`config.mk`:
```
export PLATFORM = sky130hd
export DESIGN_NAME = trap_resolver
export DESIGN_NICKNAME = d
export VERILOG_FILES = /design/src/rtl/trap_res_pkg.sv /design/src/rtl/trap_res_halt.sv /design/src/rtl/trap_res_fgt.sv /design/src/rtl/trap_res_rank.sv /design/src/rtl/trap_res_outstage.sv /design/src/rtl/trap_resolver.sv
export SDC_FILE = /design/constraint.sdc
export NUM_CORES = 1
export LEC_CHECK = 0
export BUFFER_PORTS_ARGS = -buffer_cell sky130_fd_sc_hd__clkbuf_2
export CORE_AREA = 2 2 39 41
export DETAILED_ROUTE_END_ITERATION = 7
export DIE_AREA = 0 0 41 43
export GPL_TIMING_DRIVEN = 0
export PLACE_DENSITY = 0.66
export RECOVER_POWER = 100
export REMOVE_ABC_BUFFERS = 1
export SYNTH_ARGS = -nofsm -noshare
export SYNTH_HDL_FRONTEND = slang
export SYNTH_SLANG_ARGS = --single-unit
```
`constraint.sdc`:
```
create_clock -name vclk -period 1.5
set_input_delay 0.15 -clock vclk [all_inputs]
set_output_delay 0.15 -clock vclk [all_outputs]
set_load 0.005 [all_outputs]
```
`src/rtl/trap_res_pkg.sv`:
```
package trap_res_pkg;

    typedef enum logic [1:0] {
        PL0 = 2'd0,
        PL1 = 2'd1,
        PL2 = 2'd2,
        PL3 = 2'd3
    } priv_e;

    typedef enum logic [1:0] {
        VD_UNDEF = 2'd0,
        VD_TRAP  = 2'd1,
        VD_HALT  = 2'd2,
        VD_GRANT = 2'd3
    } verdict_e;

    localparam int unsigned LVL_W = 2;

    typedef struct packed {
        verdict_e         kind;
        logic [LVL_W-1:0] target;
    } decision_t;

endpackage

```
`src/rtl/trap_res_halt.sv`:
```
module trap_res_halt (
    input  logic tbuf_feature,
    input  logic os_lock,
    input  logic halt_ok,
    input  logic ext_dbg_trap,
    output logic halt_req
);
    always_comb begin
        halt_req = tbuf_feature && !os_lock && halt_ok && ext_dbg_trap;
    end
endmodule

```
`src/rtl/trap_res_fgt.sv`:
```
module trap_res_fgt (
    input  logic l2_en,
    input  logic has_lvl3,
    input  logic fg_feature,
    input  logic l3_fg_en,
    input  logic is_write,
    input  logic fg_rd_trap,
    input  logic fg_wr_trap,
    output logic fg_hit
);
    logic dir_bit;
    logic gate_ok;

    always_comb begin
        dir_bit = is_write ? fg_wr_trap : fg_rd_trap;
        gate_ok = l2_en && fg_feature && (!has_lvl3 || l3_fg_en);
        fg_hit  = gate_ok && dir_bit;
    end
endmodule

```
`src/rtl/trap_res_rank.sv`:
```
module trap_res_rank
    import trap_res_pkg::*;
(
    input  logic [LVL_W-1:0] cur_lvl,
    input  logic             has_lvl3,
    input  logic             l2_en,
    input  logic             undef_prio,
    input  logic             sdd_undef,
    input  logic             l1_trap_bit,
    input  logic             l2_trap_bit,
    input  logic             l3_trap_bit,
    input  logic             fg_hit,
    input  logic             halt_req,
    input  logic             l1_a32,
    output decision_t        dec
);
    priv_e lvl;
    logic  l3_armed;
    logic  l3_first;
    logic  halt_hi;

    localparam logic [LVL_W-1:0] TGT_NONE = '0;
    localparam logic [LVL_W-1:0] TGT_L1   = LVL_W'(1);
    localparam logic [LVL_W-1:0] TGT_L2   = LVL_W'(2);
    localparam logic [LVL_W-1:0] TGT_L3   = LVL_W'(3);

    always_comb begin
        lvl      = priv_e'(cur_lvl);
        l3_armed = has_lvl3 && l3_trap_bit;
        l3_first = l3_armed && undef_prio;
        halt_hi  = halt_req && !l1_a32;
        dec      = '{kind: VD_GRANT, target: TGT_NONE};

        unique case (lvl)
            PL0: begin
                dec = '{kind: VD_UNDEF, target: TGT_NONE};
            end
            PL1: begin
                if (l3_first)
                    dec = '{kind: VD_UNDEF, target: TGT_NONE};
                else if (l1_trap_bit)
                    dec = '{kind: VD_TRAP, target: TGT_L1};
                else if (l2_en && l2_trap_bit)
                    dec = '{kind: VD_TRAP, target: TGT_L2};
                else if (fg_hit)
                    dec = '{kind: VD_TRAP, target: TGT_L2};
                else if (l3_armed)
                    dec = sdd_undef ? '{kind: VD_UNDEF, target: TGT_NONE}
                                    : '{kind: VD_TRAP,  target: TGT_L3};
                else if (halt_req)
                    dec = '{kind: VD_HALT, target: TGT_NONE};
                else
                    dec = '{kind: VD_GRANT, target: TGT_NONE};
            end
            PL2: begin
                if (l3_first)
                    dec = '{kind: VD_UNDEF, target: TGT_NONE};
                else if (l2_trap_bit)
                    dec = '{kind: VD_TRAP, target: TGT_L2};
                else if (l3_armed)
                    dec = sdd_undef ? '{kind: VD_UNDEF, target: TGT_NONE}
                                    : '{kind: VD_TRAP,  target: TGT_L3};
                else if (halt_hi)
                    dec = '{kind: VD_HALT, target: TGT_NONE};
                else
                    dec = '{kind: VD_GRANT, target: TGT_NONE};
            end
            PL3: begin
                if (l3_armed)
                    dec = '{kind: VD_TRAP, target: TGT_L3};
                else if (halt_hi)
                    dec = '{kind: VD_HALT, target: TGT_NONE};
                else
                    dec = '{kind: VD_GRANT, target: TGT_NONE};
            end
            default: begin
                dec = '{kind: VD_UNDEF, target: TGT_NONE};
            end
        endcase
    end
endmodule

```
`src/rtl/trap_res_outstage.sv`:
```
module trap_res_outstage
    import trap_res_pkg::*;
#(
    parameter bit              OUT_REG    = 1'b0,
    parameter int unsigned     CLASS_W    = 8,
    parameter logic [CLASS_W-1:0] CLASS_CODE = CLASS_W'(8'h18)
) (
    input  logic               clk,
    input  logic               rst_n,
    input  decision_t          dec,
    output logic               out_undef,
    output logic               out_trap,
    output logic               out_halt,
    output logic               out_grant,
    output logic [LVL_W-1:0]   trap_lvl,
    output logic [CLASS_W-1:0] trap_class
);
    localparam int unsigned PACK_W = 4 + LVL_W + CLASS_W;

    logic [PACK_W-1:0] pack_d;
    logic [PACK_W-1:0] pack_q;

    always_comb begin
        pack_d = '0;
        unique case (dec.kind)
            VD_UNDEF: pack_d[PACK_W-1] = 1'b1;
            VD_TRAP: begin
                pack_d[PACK_W-2]                = 1'b1;
                pack_d[LVL_W+CLASS_W-1:CLASS_W] = dec.target;
                pack_d[CLASS_W-1:0]             = CLASS_CODE;
            end
            VD_HALT:  pack_d[PACK_W-3] = 1'b1;
            VD_GRANT: pack_d[PACK_W-4] = 1'b1;
            default:  pack_d[PACK_W-1] = 1'b1;
        endcase
    end

    generate
        if (OUT_REG) begin : g_reg
            localparam logic [PACK_W-1:0] RST_PACK = {1'b1, {(PACK_W-1){1'b0}}};
            always_ff @(posedge clk or negedge rst_n) begin
                if (!rst_n) pack_q <= RST_PACK;
                else        pack_q <= pack_d;
            end
        end else begin : g_comb
            always_comb pack_q = pack_d;
        end
    endgenerate

    always_comb begin
        {out_undef, out_trap, out_halt, out_grant, trap_lvl, trap_class} = pack_q;
    end


    onehot_out_chk: assert property (@(posedge clk) disable iff (!rst_n)
        $countones({out_undef, out_trap, out_halt, out_grant}) == 1);


    idle_fields_chk: assert property (@(posedge clk) disable iff (!rst_n)
        !out_trap |-> (trap_lvl == '0 && trap_class == '0));


    trap_target_chk: assert property (@(posedge clk) disable iff (!rst_n)
        out_trap |-> (trap_lvl != '0 && trap_class == CLASS_CODE));
endmodule

```
`src/rtl/trap_resolver.sv`:
```
module trap_resolver
    import trap_res_pkg::*;
#(
    parameter bit                 OUT_REG    = 1'b0,
    parameter int unsigned        CLASS_W    = 8,
    parameter logic [CLASS_W-1:0] CLASS_CODE = CLASS_W'(8'h18)
) (
    input  logic               clk,
    input  logic               rst_n,
    input  logic [1:0]         cur_lvl,
    input  logic               is_write,
    input  logic               has_lvl2,
    input  logic               has_lvl3,
    input  logic               lvl2_on,
    input  logic               undef_prio,
    input  logic               sdd_undef,
    input  logic               l1_trap_bit,
    input  logic               l2_trap_bit,
    input  logic               l3_trap_bit,
    input  logic               fg_feature,
    input  logic               l3_fg_en,
    input  logic               fg_rd_trap,
    input  logic               fg_wr_trap,
    input  logic               tbuf_feature,
    input  logic               os_lock,
    input  logic               halt_ok,
    input  logic               ext_dbg_trap,
    input  logic               l1_a32,
    output logic               out_undef,
    output logic               out_trap,
    output logic               out_halt,
    output logic               out_grant,
    output logic [1:0]         trap_lvl,
    output logic [CLASS_W-1:0] trap_class
);
    logic      l2_en;
    logic      fg_hit;
    logic      halt_req;
    decision_t dec;

    always_comb l2_en = has_lvl2 && lvl2_on;

    trap_res_halt u_halt (
        .tbuf_feature (tbuf_feature),
        .os_lock      (os_lock),
        .halt_ok      (halt_ok),
        .ext_dbg_trap (ext_dbg_trap),
        .halt_req     (halt_req)
    );

    trap_res_fgt u_fgt (
        .l2_en      (l2_en),
        .has_lvl3   (has_lvl3),
        .fg_feature (fg_feature),
        .l3_fg_en   (l3_fg_en),
        .is_write   (is_write),
        .fg_rd_trap (fg_rd_trap),
        .fg_wr_trap (fg_wr_trap),
        .fg_hit     (fg_hit)
    );

    trap_res_rank u_rank (
        .cur_lvl     (cur_lvl),
        .has_lvl3    (has_lvl3),
        .l2_en       (l2_en),
        .undef_prio  (undef_prio),
        .sdd_undef   (sdd_undef),
        .l1_trap_bit (l1_trap_bit),
        .l2_trap_bit (l2_trap_bit),
        .l3_trap_bit (l3_trap_bit),
        .fg_hit      (fg_hit),
        .halt_req    (halt_req),
        .l1_a32      (l1_a32),
        .dec         (dec)
    );

    trap_res_outstage #(
        .OUT_REG    (OUT_REG),
        .CLASS_W    (CLASS_W),
        .CLASS_CODE (CLASS_CODE)
    ) u_out (
        .clk        (clk),
        .rst_n      (rst_n),
        .dec        (dec),
        .out_undef  (out_undef),
        .out_trap   (out_trap),
        .out_halt   (out_halt),
        .out_grant  (out_grant),
        .trap_lvl   (trap_lvl),
        .trap_class (trap_class)
    );

    generate
        if (OUT_REG) begin : g_chk_q

            l0_undef_chk: assert property (@(posedge clk) disable iff (!rst_n)
                (cur_lvl == 2'd0) |=> out_undef);

            l3_own_trap_chk: assert property (@(posedge clk) disable iff (!rst_n)
                (cur_lvl == 2'd3 && has_lvl3 && l3_trap_bit) |=> (out_trap && trap_lvl == 2'd3));

            absent_l3_chk: assert property (@(posedge clk) disable iff (!rst_n)
                !has_lvl3 |=> !(out_trap && trap_lvl == 2'd3));

            l1_own_trap_chk: assert property (@(posedge clk) disable iff (!rst_n)
                (cur_lvl == 2'd1 && l1_trap_bit && !(has_lvl3 && l3_trap_bit && undef_prio))
                |=> (out_trap && trap_lvl == 2'd1));
        end else begin : g_chk_c

            l0_undef_chk: assert property (@(posedge clk) disable iff (!rst_n)
                (cur_lvl == 2'd0) |-> out_undef);

            l3_own_trap_chk: assert property (@(posedge clk) disable iff (!rst_n)
                (cur_lvl == 2'd3 && has_lvl3 && l3_trap_bit) |-> (out_trap && trap_lvl == 2'd3));

            absent_l3_chk: assert property (@(posedge clk) disable iff (!rst_n)
                !has_lvl3 |-> !(out_trap && trap_lvl == 2'd3));

            l1_own_trap_chk: assert property (@(posedge clk) disable iff (!rst_n)
                (cur_lvl == 2'd1 && l1_trap_bit && !(has_lvl3 && l3_trap_bit && undef_prio))
                |-> (out_trap && trap_lvl == 2'd1));
        end
    endgenerate
endmodule

```
# Word-level counts from Yosys, hierarchy flattened
# Index checks and enable logic that the tools add are counted.
[totals]
regBits = 0
[classes]
eq_ne = 6
muxes = 19
n_reduce_logical = 17
[ops]
columns = ["operator", "count"]
rows = [
  ["2-to-1 mux 4 bit", 9],
  ["case mux 4 bit (4 select lines)", 1],
  ["logical AND 1 bit", 11],
  ["2-to-1 mux 10 bit", 1],
  ["2-to-1 mux 3 bit", 3],
  ["== test 2 bit, second input constant", 4],
  ["2-to-1 mux 1 bit", 5],
  ["== test 2 x 1 -> 1 bit, second input constant", 2],
  ["logical NOT 2 bit", 2],
  ["logical NOT 1 bit", 3],
  ["logical OR 1 bit", 1],
]

# Longest topological paths before layout
[logic_depth]
ltp_word = 13
mapped_depth = 6

# Cells and area by module
# From an unflattened synthesis, not the netlist that was laid out.
[hier_totals]
cells_unflattened = 47
area_unflattened_um2 = 340.3
[modules_own_cells]
columns = ["module", "instances", "cells_each", "area_per_inst_um2"]
rows = [
  ["trap_res_rank", 1, 26, 188.9],
  ["trap_res_outstage", 1, 15, 105.1],
  ["trap_res_fgt", 1, 4, 30.0],
  ["trap_res_halt", 1, 1, 10.0],
  ["trap_resolver", 1, 1, 6.3],
]

# Least setup slack after synthesis
# Ideal clock, no wire load.
[synth_path]
kind = "input-to-output"
from = "in is_write"
to = "out out_grant"
t_arrival_ns = 1.300
slack_ns = 0.050
cell_stages = 5
cell_sequence = "mux2_4 a31oi_4 nor2_2 or4_4 a21oi_2"
[synth_via]
elab_chain_len = 9
[synth_lines]
columns = ["element", "line", "text"]
rows = [
  ["from (decl)", "trap_resolver.sv:11", "input logic is_write,"],
  ["2-to-1 mux 1 bit", "trap_res_fgt.sv:15", "dir_bit = is_write ? fg_wr_trap : fg_rd_trap;"],
  ["logical AND 1 bit", "trap_res_fgt.sv:17", "fg_hit = gate_ok && dir_bit;"],
  ["2-to-1 mux 4 bit", "trap_res_rank.sv:45", "else if (fg_hit)"],
  ["2-to-1 mux 4 bit", "trap_res_rank.sv:43", "else if (l2_en && l2_trap_bit)"],
  ["2-to-1 mux 4 bit", "trap_res_rank.sv:41", "else if (l1_trap_bit)"],
  ["2-to-1 mux 4 bit", "trap_res_rank.sv:39", "if (l3_first)"],
  ["case mux 4 bit (4 select lines)", "trap_res_rank.sv:34", "unique case (lvl)"],
  ["== test 2 bit", "trap_res_outstage.sv:25", "unique case (dec.kind)"],
  ["2-to-1 mux 1 bit", "trap_res_outstage.sv:25", ""],
  ["to (decl)", "trap_resolver.sv:32", "output logic out_grant,"],
]
# No other way between the ends.

# Final worst setup path
# Ends and elaborated chain as after synthesis.

==> flow_metrics.py <==
metrics = {
    "floorplanning": {
        "coreArea_um2": 1384,
        "die_area_um2": 1763,
        "die_w_um": 41,
        "io_pins": 36,
        "rows": 14,
        "dieHeight_um": 43,
        "initial_utilization_pct": 24.41,
    },
    "global_route": {
        "grt_pass1_wl_mm": 1.373,
        "grt.total_usage_pct": 10.19,
        "grt_max_degree": 9,
        "met3_usage_pct": 0,
        "busiest_layer": "met2",
        "antenna_found_initial": 0,
        "grt_overflow": 0,
        "grt_pass1_vias": 366,
        "grt_use_met1_pct": 12.34,
        "grt_util_met2_pct": 19.69,
    },
    "worst_setup_path": {
        "cp_slowest_cell": "or4_4",
        "critPathTopFamily": "simple AND/OR/NAND/NOR gates",
        "path_cells": "buf_6 > mux2_4 > a31oi_4 > nor2_4 > or4_4 > a21oi_2 > buf_2",
        "cp-start-kind": "input port",
        "cp-end-kind": "primary output",
        "arrival_ns": 1.45,
        "cp_slowest_stage_delay_ns": 0.41,
        "cp_data_required_time_ns": 1.35,
        "cp_max_fo": 3,
        "worst-path-buf-inv": 2,
        "crit_type": "in2out",
        "crit_path_start": "is_write",
    },
    "placement": {
        "hpwl_um": 762.7,
        "place_inst": 89,
        "numPortBuffers": 28,
        "routabilityCongestion": 0.8888,
        "pre_cts_slack_ns": -0.1988,
    },
    "sta": {
        "hold_slack_ns": 0.6375,
        "drv_slew": 0,
        "hold_viol_final": 0,
        "setup_ws_ns": -0.09791,
        "fin_crit_sh_pct": 106.5,
        "setup_viol": 4,
        "fmax_mhz": 625.8,
        "fin_crit_ns": 1.598,
        "grt_setup_unrepaired": "true",
    },
    "drt": {
        "drt-vias-per-instance": 4.935,
        "dr.pass1.iters": 4,
        "routedWlPerCell_um": 9.891,
        "drt_wl_total_um": 910,
        "drt_iter0_drc": 13,
        "post-route-drc-count": 0,
        "ant_nets": 0,
        "vias": 454,
    },
    "pwr": {
        "power_mw": 0.1480,
        "peakVddDrop_mv": 0.1082,
        "leakagePower_nw": 0.2515,
        "power_density_nw_per_um2": 290.5,
    },
    "flow_run": {
        "max_cap_violations": 0,
    },
    "synthesis": {
        "synth-compound-area-share_pct": 32.59,
        "synth.area.mux_share_pct": 4.444,
        "ys_top_cells_by_area": "buf_4 (18%), nand3_1 (7.4%), o211ai_1 (6.7%)",
        "syn_area_per_cell_um2": 7.038,
        "synth_top_cell_by_area": "buf_4",
        "synthSimpleGateAreaFrac_pct": 42.96,
        "synth-xor-area-share_pct": 0,
        "ys_types": 25,
        "ys.warnings.count": 0,
        "synth_fa_ha_area_share_pct": 0,
        "synth_top_family_by_area": "simple AND/OR/NAND/NOR gates",
        "synth_cells": 48,
        "seq_area_frac_synth_pct": 0,
        "synth_top_area_share_pct": 17.78,
        "synth_area_um2": 337.8,
    },
    "finish": {
        "regArea_um2": 0,
        "syn2layout_area_growth_pct": 50.74,
        "num_antenna_cells": 0,
        "n_fill_cell": 150,
        "num-nets-final": 100,
        "clock_buffers": 0,
        "final_cells": 92,
        "seq_cells": 0,
        "multi_input_area_um2": 317.8,
        "layout-drive-gt1-share_pct": 50.00,
    },
    "clock_tree": {
        "cts_hold_buf": 0,
    },
    "status": {
        "status": "complete, but fails checks",
        "violations": "setup timing",
    },
    "min_path": {
        "hp-start": "l1_trap_bit",
        "min_path_type": "in2out",
    },
}
[tightest hold or removal path, delay by kind of cell]
family	cells	cell delay, ns
buffers and inverters	2	0.24
AOI/OAI and AO/OA	1	0.10
[synth_stat cells]
library cell,count
o211ai_1,3
or4_4,1
a31oi_1,1
buf_4,8
conb_1,1
inv_1,1
nand3b_1,1
and2_1,2
o2111ai_1,2
nor2b_1,2
nand2b_1,3
nand4_1,1
nor2_1,1
and3b_1,1
o41ai_2,1
nor3_1,1
a31oi_4,1
a21oi_2,1
o22ai_1,2
nand4b_1,1
nand3_1,5
nand2_1,5
nor2_2,1
a21oi_1,1
mux2_4,1
[logic make-up after synthesis]
logic type             Yosys count
AOI/OAI and AO/OA               12
buffers and inverters            9
muxes                            1
other                            1
and+or+nand+nor                 25
[path summary, 6_finish.rpt]
check / to / slack (ns) / cells after the start
setup / recovery: out_grant / -0.1 / 7
hold / removal: trap_lvl[1] / 0.64 / 3
[report_power, final]
part / internal, mW / switching (mW) / total, mW / leakage (nW)
sequential: 0 / 0 / 0 / 0
clock: 0 / 0 / 0 / 0
combinational: 0.0738 / 0.0741 / 0.148 / 0.251
[cell usage in the layout, fill, tap and decap left out]
cell | synthesis | final
clkbuf_1 | 0 | 1
nor2b_1 | 2 | 2
buf_2 | 0 | 2
nor3_1 | 1 | 1
or4_4 | 1 | 1
o211ai_1 | 3 | 3
conb_1 | 1 | 6
nor2_4 | 0 | 1
nand4b_1 | 1 | 1
a31oi_2 | 0 | 1
o41ai_4 | 0 | 1
nand4_1 | 1 | 1
inv_1 | 1 | 1
nand3b_1 | 1 | 1
clkbuf_2 | 0 | 24
buf_6 | 0 | 1
nor2_2 | 1 | 1
buf_4 | 8 | 3
nand2b_1 | 3 | 3
a31oi_4 | 1 | 1
nand3_1 | 5 | 5
mux2_4 | 1 | 1
nand2_1 | 5 | 5
a21oi_2 | 1 | 1
and3b_1 | 1 | 1
o2111ai_1 | 2 | 2
a21oi_1 | 1 | 1
o22ai_1 | 2 | 2
and2_1 | 2 | 2
[layout make-up]
cell class	count	area share (%)
Multi-Input combinational cell	44	62.41
Tap cell	16	3.931
Inverter	1	0.7371
Timing Repair Buffer	31	32.92
[metrics by stage]
step                      util [%]  area [um^2]  setup TNS, ns
final                        36.80        509.2        -0.2140
after global routing         36.80        509.2        -0.6493
after CTS                    34.00        470.5        -0.4808
after detailed placement     33.00        456.7        -0.7219
after global placement       33.00        456.7        -0.4874
after floorplan                  -        296.5              0
[per-layer routing]
metal	wire length, um	part of all wire [%]
met1	374	41
met2	459	50
met3	76	8.4
met4	0	0
met5	0	0
[what timing repair did]
| item | 4_1_cts | 5_1_grt |
|---|---|---|
| setup endpoints to repair | 6 | 6 |
| hold endpoints to repair | 0 | 0 |
| pin swaps | 4 | 3 |
| setup buffers | 1 | 2 |
| gates resized for setup | 1 | 6 |
No activity file was read; power rests on OpenSTA's default activity.
